<file path="config.mk">
export PLATFORM = sky130hd
export DESIGN_NAME = wakeup_scoreboard
export DESIGN_NICKNAME = d
export VERILOG_FILES = /design/src/rtl/wakeup_scoreboard.sv
export SDC_FILE = /design/constraint.sdc
export NUM_CORES = 1
export LEC_CHECK = 0
export ABC_AREA = 1
export BUFFER_PORTS_ARGS = -buffer_cell sky130_fd_sc_hd__buf_2
export CORE_MARGIN = 2
export CORE_UTILIZATION = 51
export DETAILED_ROUTE_END_ITERATION = 6
export GPL_ROUTABILITY_DRIVEN = 0
export PLACE_DENSITY = 0.71
export SETUP_SLACK_MARGIN = 0.1
export SLEW_MARGIN = 15
export SYNTH_ARGS = -nofsm -noshare
export SYNTH_HDL_FRONTEND = slang
export SYNTH_SLANG_ARGS = --single-unit
</file>
<file path="constraint.sdc">
create_clock -name clk -period 7.3 [get_ports clk]
set_input_delay 1.095 -clock clk [delete_from_list [all_inputs] [get_ports clk]]
set_output_delay 1.095 -clock clk [all_outputs]
set_load 0.02 [all_outputs]
</file>
<file path="src/rtl/wakeup_scoreboard.sv">
module wakeup_scoreboard #(
  parameter int NUM_PREGS = 16,
  parameter int NUM_ENT   = 8,
  parameter int NUM_SRC   = 2,
  parameter int NUM_CMP   = 2,
  localparam int TAG_W = $clog2(NUM_PREGS) + 1,
  localparam int IDX_W = $clog2(NUM_ENT),
  localparam int CNT_W = $clog2(NUM_ENT + 1)
) (
  input  logic                       clk,
  input  logic                       rst_n,
  input  logic                       ins_vld,
  input  logic [IDX_W-1:0]           ins_idx,
  input  logic [NUM_SRC*TAG_W-1:0]   ins_src_tag,
  input  logic [NUM_SRC-1:0]         ins_src_rdy,
  input  logic                       ins_dst_vld,
  input  logic [TAG_W-1:0]           ins_dst_tag,
  input  logic [NUM_CMP-1:0]         cmp_vld,
  input  logic [NUM_CMP*TAG_W-1:0]   cmp_tag,
  input  logic [NUM_ENT-1:0]         squash,
  output logic [NUM_ENT*NUM_SRC-1:0] src_rdy,
  output logic [NUM_ENT-1:0]         ent_rdy,
  output logic [CNT_W-1:0]           wake_cnt,
  output logic                       prod_err
);
  localparam int PR_W = $clog2(NUM_PREGS);

  function automatic logic trk(input logic [TAG_W-1:0] t);
    return int'(t) < NUM_PREGS;
  endfunction

  logic [NUM_PREGS-1:0] sb, cmp_set, dst_clr;
  logic [NUM_ENT-1:0] vld;
  logic [NUM_ENT-1:0][NUM_SRC-1:0][TAG_W-1:0] tag;
  logic [NUM_ENT-1:0][NUM_SRC-1:0] wt, wake, dep_left;
  logic [NUM_SRC-1:0] nw;

  always_comb begin
    cmp_set = '0;
    for (int k = 0; k < NUM_CMP; k++)
      if (cmp_vld[k] && trk(cmp_tag[k*TAG_W +: TAG_W]))
        cmp_set[cmp_tag[k*TAG_W +: PR_W]] = 1'b1;
    dst_clr = '0;
    if (ins_vld && ins_dst_vld && trk(ins_dst_tag))
      dst_clr[ins_dst_tag[PR_W-1:0]] = 1'b1;
  end

  always_comb begin
    for (int s = 0; s < NUM_SRC; s++) begin
      nw[s] = trk(ins_src_tag[s*TAG_W +: TAG_W]) && !ins_src_rdy[s] &&
              !sb[ins_src_tag[s*TAG_W +: PR_W]] && !cmp_set[ins_src_tag[s*TAG_W +: PR_W]];
    end
    for (int e = 0; e < NUM_ENT; e++)
      for (int s = 0; s < NUM_SRC; s++) begin
        wake[e][s] = vld[e] && wt[e][s] && trk(tag[e][s]) && cmp_set[tag[e][s][PR_W-1:0]];
        dep_left[e][s] = vld[e] && wt[e][s] && !wake[e][s] && !squash[e] &&
                         (tag[e][s] == ins_dst_tag);
      end
  end

  always_comb begin
    wake_cnt = '0;
    for (int e = 0; e < NUM_ENT; e++)
      wake_cnt = wake_cnt + CNT_W'(|wake[e]);
  end

  assign prod_err = ins_vld && ins_dst_vld && trk(ins_dst_tag) && |dep_left;

  always_ff @(posedge clk or negedge rst_n) begin
    if (!rst_n) begin
      sb  <= '0;
      vld <= '0;
      wt  <= '0;
      tag <= '0;
    end else begin
      sb <= (sb | cmp_set) & ~dst_clr;
      for (int e = 0; e < NUM_ENT; e++) begin
        if (ins_vld && ins_idx == IDX_W'(e)) begin
          vld[e] <= 1'b1;
          wt[e]  <= nw;
          for (int s = 0; s < NUM_SRC; s++)
            tag[e][s] <= ins_src_tag[s*TAG_W +: TAG_W];
        end else if (squash[e]) begin
          vld[e] <= 1'b0;
          wt[e]  <= '0;
        end else begin
          wt[e] <= wt[e] & ~wake[e];
        end
      end
    end
  end

  for (genvar e = 0; e < NUM_ENT; e++) begin : g_out
    assign ent_rdy[e] = vld[e] && !(|wt[e]);
    for (genvar s = 0; s < NUM_SRC; s++) begin : g_src
      assign src_rdy[e*NUM_SRC+s] = vld[e] && !wt[e][s];
    end
  end
endmodule

</file>
==> flow_metrics.tcl, run 1 <==
set metrics [dict create \
    status "finished with violations" \
    violations "DRC" \
    core.rowCount 50 \
    max_freq_mhz 158 \
    leakage_nw 4.86 \
    cp_max_fo 19 \
    die_x_microns 142 \
    power_mw 2.45 \
    hold_viol 0 \
    grt-ovfl-total 0 \
    nNetsFinal 1614 \
    crit_chain "buf_2 > nor2_4 > nand3_1 > nand2_2 > nand2_1 > nand3_1 > nand3_1 > nand3_1 > nand3_1 > nand2_1 > fa_1 > fa_1 > inv_1 > fa_1 > inv_1 > ha_1 > inv_1 > fa_1 > inv_1 > buf_2" \
    ctsHoldBuffers 0 \
    synth_edf_count 0 \
    final_cell_area_sq_um 10600 \
    postCtsSetupBuffers 0 \
    place_area_sq_um 9990 \
    utilization_pct 56.9 \
    antenna_found_initial 0 \
    io_buffers 72 \
    htree_levels 4 \
    core_area_sq_um 18600 \
    layout_commonest_cell "nand2_1" \
    endpoint_kind "output port" \
    maxCapViolCount 0 \
    grt_pass1_wl_microns 55500 \
    seq_area_frac_synth_pct 31.0 \
    max_slew_margin_pct 35.9 \
    cts_buffers 17 \
    post-route-drc-count 5 \
    power_density_nw_per_um2 231 \
    seqCellArea_sq_um 3000 \
    clk_pin_slew_worst_paths_ps 60 \
    drt_pass1_iterations 7 \
    num_antenna_cells 0 \
    synth_top_area_share_pct 31.0 \
    critical-path-max-stage-delay_ps 540 \
    critPathRequiredTime_ps 6200 \
    irDropWorstVdd_uv 192 \
    synthFlopType "dfrtp_1" \
    syn_inst 1536 \
    cts_sinks 120 \
    vias_per_cell 6.18 \
    clkLatencyLatePin_ps 430 \
    cts-resized-gates 0 \
    die-height_microns 142 \
    multi_input_area_sq_um 5660 \
    dieArea_sq_um 20100 \
    n_fill_cell 1836 \
    rsz0062_at_grt "false" \
    worst_ep_arrival_time_ps 5230 \
    netlist-cell-type-count 39 \
    cp-start-kind "primary input" \
    routed_wl_microns 35600 \
    dpl.hpwl_microns 22900 \
    drt-initial-drc-count 1771 \
    mostFrequentLayoutCells "nand2_1 (492), nand3_1 (285), inv_1 (142)" \
    grt_use_total_pct 36.0 \
    grt_pass1_vias 10100 \
    tightest_slew_ps 960 \
    clockBufferDepth 2 \
    path_class "in2out" \
    synth_top_area_cell "dfrtp_1" \
    post_drt_wl_per_cell_microns 19.7 \
    grt_start_max_net_pins 69 \
    syn_avg_cell_area_sq_um 6.30 \
    async_reset_ff_share_pct 100 \
    ys_warn_count 0 \
    clockRootBuffer "clkbuf_16" \
    clock_skew_ps 8.81 \
    synth_area_sq_um 9680 \
    rrSetupSlack_ps 4860 \
    ys_ff_latch 120 \
    timing.final.ws_setup_ps 976 \
    fin_crit_ps 6320 \
    cp_common_cell "nand3_1" \
    area_delta_synth_final_pct 9.70 \
    setup_viol 0 \
    dpl.cell_count 1778 \
    vias 11200 \
    hold_path_class "reg2reg" \
    period_share_pct 86.6 \
    maxSlewViolCount 0 \
    pin_count 73 \
    syn-num-nets 1587 \
    cts_tree "done" \
    final.setup.tns_ps 0 \
    critical_path.slowest_cell "fa_1" \
    drive_above_1_share_pct 9.84 \
    synth_area_leaders "dfrtp_1 (31%), nand2_1 (19%), nand3_1 (15%)" \
    pre_cts_slack_ps 1030 \
    ant_nets 0 \
    start_util_pct 51.9 \
    stdcell_count 1810 \
    hold_ws_ps 498 \
]
-- sequential cells by signal, indices dropped and copies added, names as in the netlist --
register	count
sb	16
tag	80
vld	8
wt	16
-- worst max-delay path, delay by kind of cell --
kind | cells | cell delay, ps
adders and majority gates | 5 | 2140
buffers and inverters | 6 | 490
and+or+nand+nor | 9 | 1500
-- worst paths after layout --
check,startpoint,endpoint,depth (start not counted)
hold / removal,sb[5],sb[5],2
max in group asynchronous,rst_n,tag[25],2
hold reg to reg,sb[5],sb[5],2
setup reg to reg,sb[1],wt[13],9
setup / recovery,cmp_tag[9],wake_cnt[1],20
min in group asynchronous,rst_n,tag[64],1
-- layer usage --
layer | track usage, % | vias up | wire [microns]
li1 | - | 5151 | -
met5 | 0 | - | 0
met3 | 7.42 | 180 | 4730
met4 | 22.3 | 0 | 2430
met1 | 48.4 | 5052 | 13600
met2 | 53.2 | 795 | 14900
-- cells in the mapped netlist (2+ instances only) --
cell,instances
nand2_1,492
nand3_1,285
inv_1,142
o21ai_0,132
dfrtp_1,120
nor2_1,72
clkbuf_1,43
o22ai_1,32
a21oi_1,26
nand4_1,21
nor3_1,21
xor2_1,15
clkinv_1,14
nand2_2,13
nor4_1,12
buf_6,11
buf_2,10
o21ai_2,8
nand3_2,6
nand3b_1,6
o221ai_1,6
buf_4,5
nand2_4,5
o211ai_1,5
xnor2_1,5
buf_1,4
fa_1,4
a211oi_1,3
clkbuf_8,3
ha_1,3
nor2_2,3
a221oi_1,2
-- where the power goes --
group / internal [mW] / switching, mW / leakage [nW]
Sequential: 0.776 / 0.165 / 1.51
Clock: 0.558 / 0.343 / 0.293
Combinational: 0.216 / 0.395 / 3.06
-- kinds of logic (layout without fill, tap and decap cells) --
group,after synthesis,count (layout),share of synthesized area [%]
buffers and inverters,233,273,10.5
xor gates and xnor gates,20,20,1.81
and+or+nand+nor,937,937,42.7
DFF,120,120,31.0
AOI/OAI and AO/OA,219,219,12.8
adders and majority gates,7,7,1.22
-- final cells by class --
class / count / share of cell area [%]
clock inverter: 13 / 1.59
inverter: 157 / 5.55
tap: 234 / 2.76
clock buffer: 19 / 4.27
multi-input combinational: 1183 / 53.3
sequential: 120 / 28.3
timing repair buffer: 84 / 4.27
Power figures use the tool's default switching activity.
==> run 2, diff against run 1 <==
Settings changed: ABC_AREA 1 to 0, ABC_CLOCK_PERIOD_IN_PS set to 7300.
==> flow_metrics.tcl, run 2 <==
set metrics [dict create \
    status "complete, no violations" \
    cts_tree "done" \
    netlist-cell-type-count 71 \
    cp-endpoint "wake_cnt[1]" \
    syn-num-nets 1146 \
    synthFlopType "dfrtp_1" \
    regMostFlops "tag" \
    pin_count 73 \
    largest_reg_flops 80 \
    max_freq_mhz 144 \
    fin_crit_ps 6940 \
    seq_area_frac_synth_pct 31.9 \
    die-height_microns 140 \
    dieArea_sq_um 19600 \
    synth.most_common_cell "nand2_1" \
    worst_ep_arrival_time_ps 5850 \
    ys_ff_latch 120 \
    critical_path.slowest_cell "o22a_1" \
    vias_per_cell 6.77 \
    maxSlewViolCount 0 \
    grt_start_max_net_pins 63 \
    timing.rr.end "wt[8]" \
    period_share_pct 95.1 \
    grt_pass1_wl_microns 49300 \
    endpoint_kind "output port" \
    post-route-drc-count 0 \
    grt-ovfl-total 0 \
    cts_buffers 17 \
    final.setup.tns_ps 0 \
    layout_commonest_cell "nand2_1" \
    dpl.hpwl_microns 22000 \
    max_slew_margin_pct 44.8 \
    cts_sinks 120 \
    clk_pin_slew_worst_paths_ps 60 \
    timing.rr.start "tag[40]" \
    clock_skew_ps 8.61 \
    io_buffers 72 \
    crit_chain "buf_2 > nand4b_1 > o22a_1 > nor3b_1 > nor4_1 > a2bb2o_4 > nor3_1 > or2_2 > fa_1 > fa_1 > inv_1 > fa_1 > inv_1 > ha_1 > inv_1 > fa_1 > inv_1 > buf_2" \
    mostFrequentLayoutCells "nand2_1 (148), dfrtp_1 (120), buf_2 (71)" \
    routed_wl_microns 32200 \
    seqCellArea_sq_um 3000 \
    clockRootBuffer "clkbuf_16" \
    nNetsFinal 1158 \
    synth_top_area_cell "dfrtp_1" \
    synth_area_leaders "dfrtp_1 (32%), nand2_1 (5.9%), mux2_2 (4.8%)" \
    pre_cts_slack_ps 261 \
    ys_warn_count 0 \
    cp_max_fo 12 \
    synthTopCellsByCount "nand2_1 (148), dfrtp_1 (120), clkbuf_1 (78)" \
    grt_use_total_pct 32.8 \
    die_x_microns 140 \
    core_area_sq_um 18000 \
    syn_avg_cell_area_sq_um 8.61 \
    rsz0062_at_grt "false" \
    num_antenna_cells 0 \
    critPathRequiredTime_ps 6200 \
    core.rowCount 49 \
    irDropWorstVdd_uv 193 \
    min_from "sb[8]" \
    synth_top_area_share_pct 31.9 \
    r2r_cells 6 \
    path_class "in2out" \
    power_density_nw_per_um2 245 \
    area_delta_synth_final_pct 11.8 \
    maxCapViolCount 0 \
    async_reset_ff_share_pct 100 \
    drt_pass1_iterations 6 \
    setup_viol 0 \
    clkLatencyLatePin_ps 430 \
    htree_levels 4 \
    syn_inst 1095 \
    clockBufferDepth 2 \
    critical-path-max-stage-delay_ps 580 \
    leakage_nw 4.31 \
    post_drt_wl_per_cell_microns 23.9 \
    grt_pass1_vias 8488 \
    hold_path_class "reg2reg" \
    timing.final.ws_setup_ps 355 \
    reg_top3 "tag: 80 flops, sb: 16 flops, wt: 16 flops" \
    hold_viol 0 \
    rrSetupSlack_ps 4980 \
    ctsHoldBuffers 0 \
    cp-start-kind "primary input" \
    start_util_pct 52.3 \
    drive_above_1_share_pct 19.8 \
    vias 9131 \
    synth_edf_count 0 \
    synth_area_sq_um 9430 \
    multi_input_area_sq_um 5870 \
    n_fill_cell 1583 \
    tightest_slew_ps 828 \
    startpoint "cmp_tag[4]" \
    drt-initial-drc-count 1300 \
    ant_nets 0 \
    antenna_found_initial 0 \
]
[run 2: worst max-delay path: cells and delay by family]
family	cells	cell delay, ps
and+or+nand+nor	5	1260
buffers and inverters	6	530
adders and majority gates	5	2170
AOI/OAI and AO/OA	2	790
[run 2: worst min-delay path by stage]
| stage | to | slack (ps) | cells past startpoint |
|---|---|---|---|
| floorplan | tag[44] | 480 | 2 |
| global placement | sb[10] | 500 | 2 |
| detailed placement | sb[8] | 510 | 2 |
| CTS | sb[8] | 530 | 2 |
| global route | sb[13] | 560 | 2 |
| finish | sb[8] | 530 | 2 |
[run 2: cell families (layout without fill, tap and decap cells)]
group	after synthesis	count (layout)	synth area share [%]
flip-flops	120	120	31.9
XOR/XNOR	81	81	7.52
adder cells (fa/ha/maj)	7	7	1.25
multiplexers	84	84	12.0
buffers and inverters	144	168	6.01
AO/OA/AOI/OAI	232	232	17.8
AND/OR/NAND/NOR	427	427	23.6
[run 2: final cells by class]
type / instances / area share [%]
sequential: 120 / 28.5
inverter: 35 / 1.25
timing repair buffer: 102 / 5.58
clock buffer: 20 / 4.43
tap: 229 / 2.72
clock inverter: 11 / 1.85
multi-input combinational: 831 / 55.7
[run 2: per-layer routing]
layer | wire [microns] | GRT usage [%]
met2 | 14400 | 49.6
met4 | 1400 | 14.6
met5 | 0 | 0
met1 | 12700 | 44.9
met3 | 3680 | 8.00
[run 2: power by group]
group / switching (mW) / internal [mW] / leakage, nW / total [mW]
Sequential: 0.221 / 0.783 / 1.48 / 1.00
Clock: 0.322 / 0.631 / 0.314 / 0.953
Combinational: 0.318 / 0.304 / 2.51 / 0.622
[run 2: through the flow]
stage | instance area (sq um) | std cells | hold slack, ps | power (mW) | utilization [%]
finish | 10500 | 1348 | 527 | 2.58 | 58.5
global route | 10500 | 1348 | 558 | 2.69 | 58.5
CTS | 10500 | 1348 | 527 | 2.56 | 58.4
detailed placement | 9870 | 1317 | 514 | 1.61 | 54.7
global placement | 9870 | 1317 | 495 | 1.59 | 54.7
floorplan | 9430 | 1095 | 479 | 1.44 | -
[run 2: what timing repair did]
| item | in CTS | in global routing |
|---|---|---|
| endpoints found under the hold margin | 0 | 0 |
| gates resized for setup | 0 | 3 |
| endpoints found under the setup margin | 0 | 2 |
| buffers inserted | 0 | 0 |
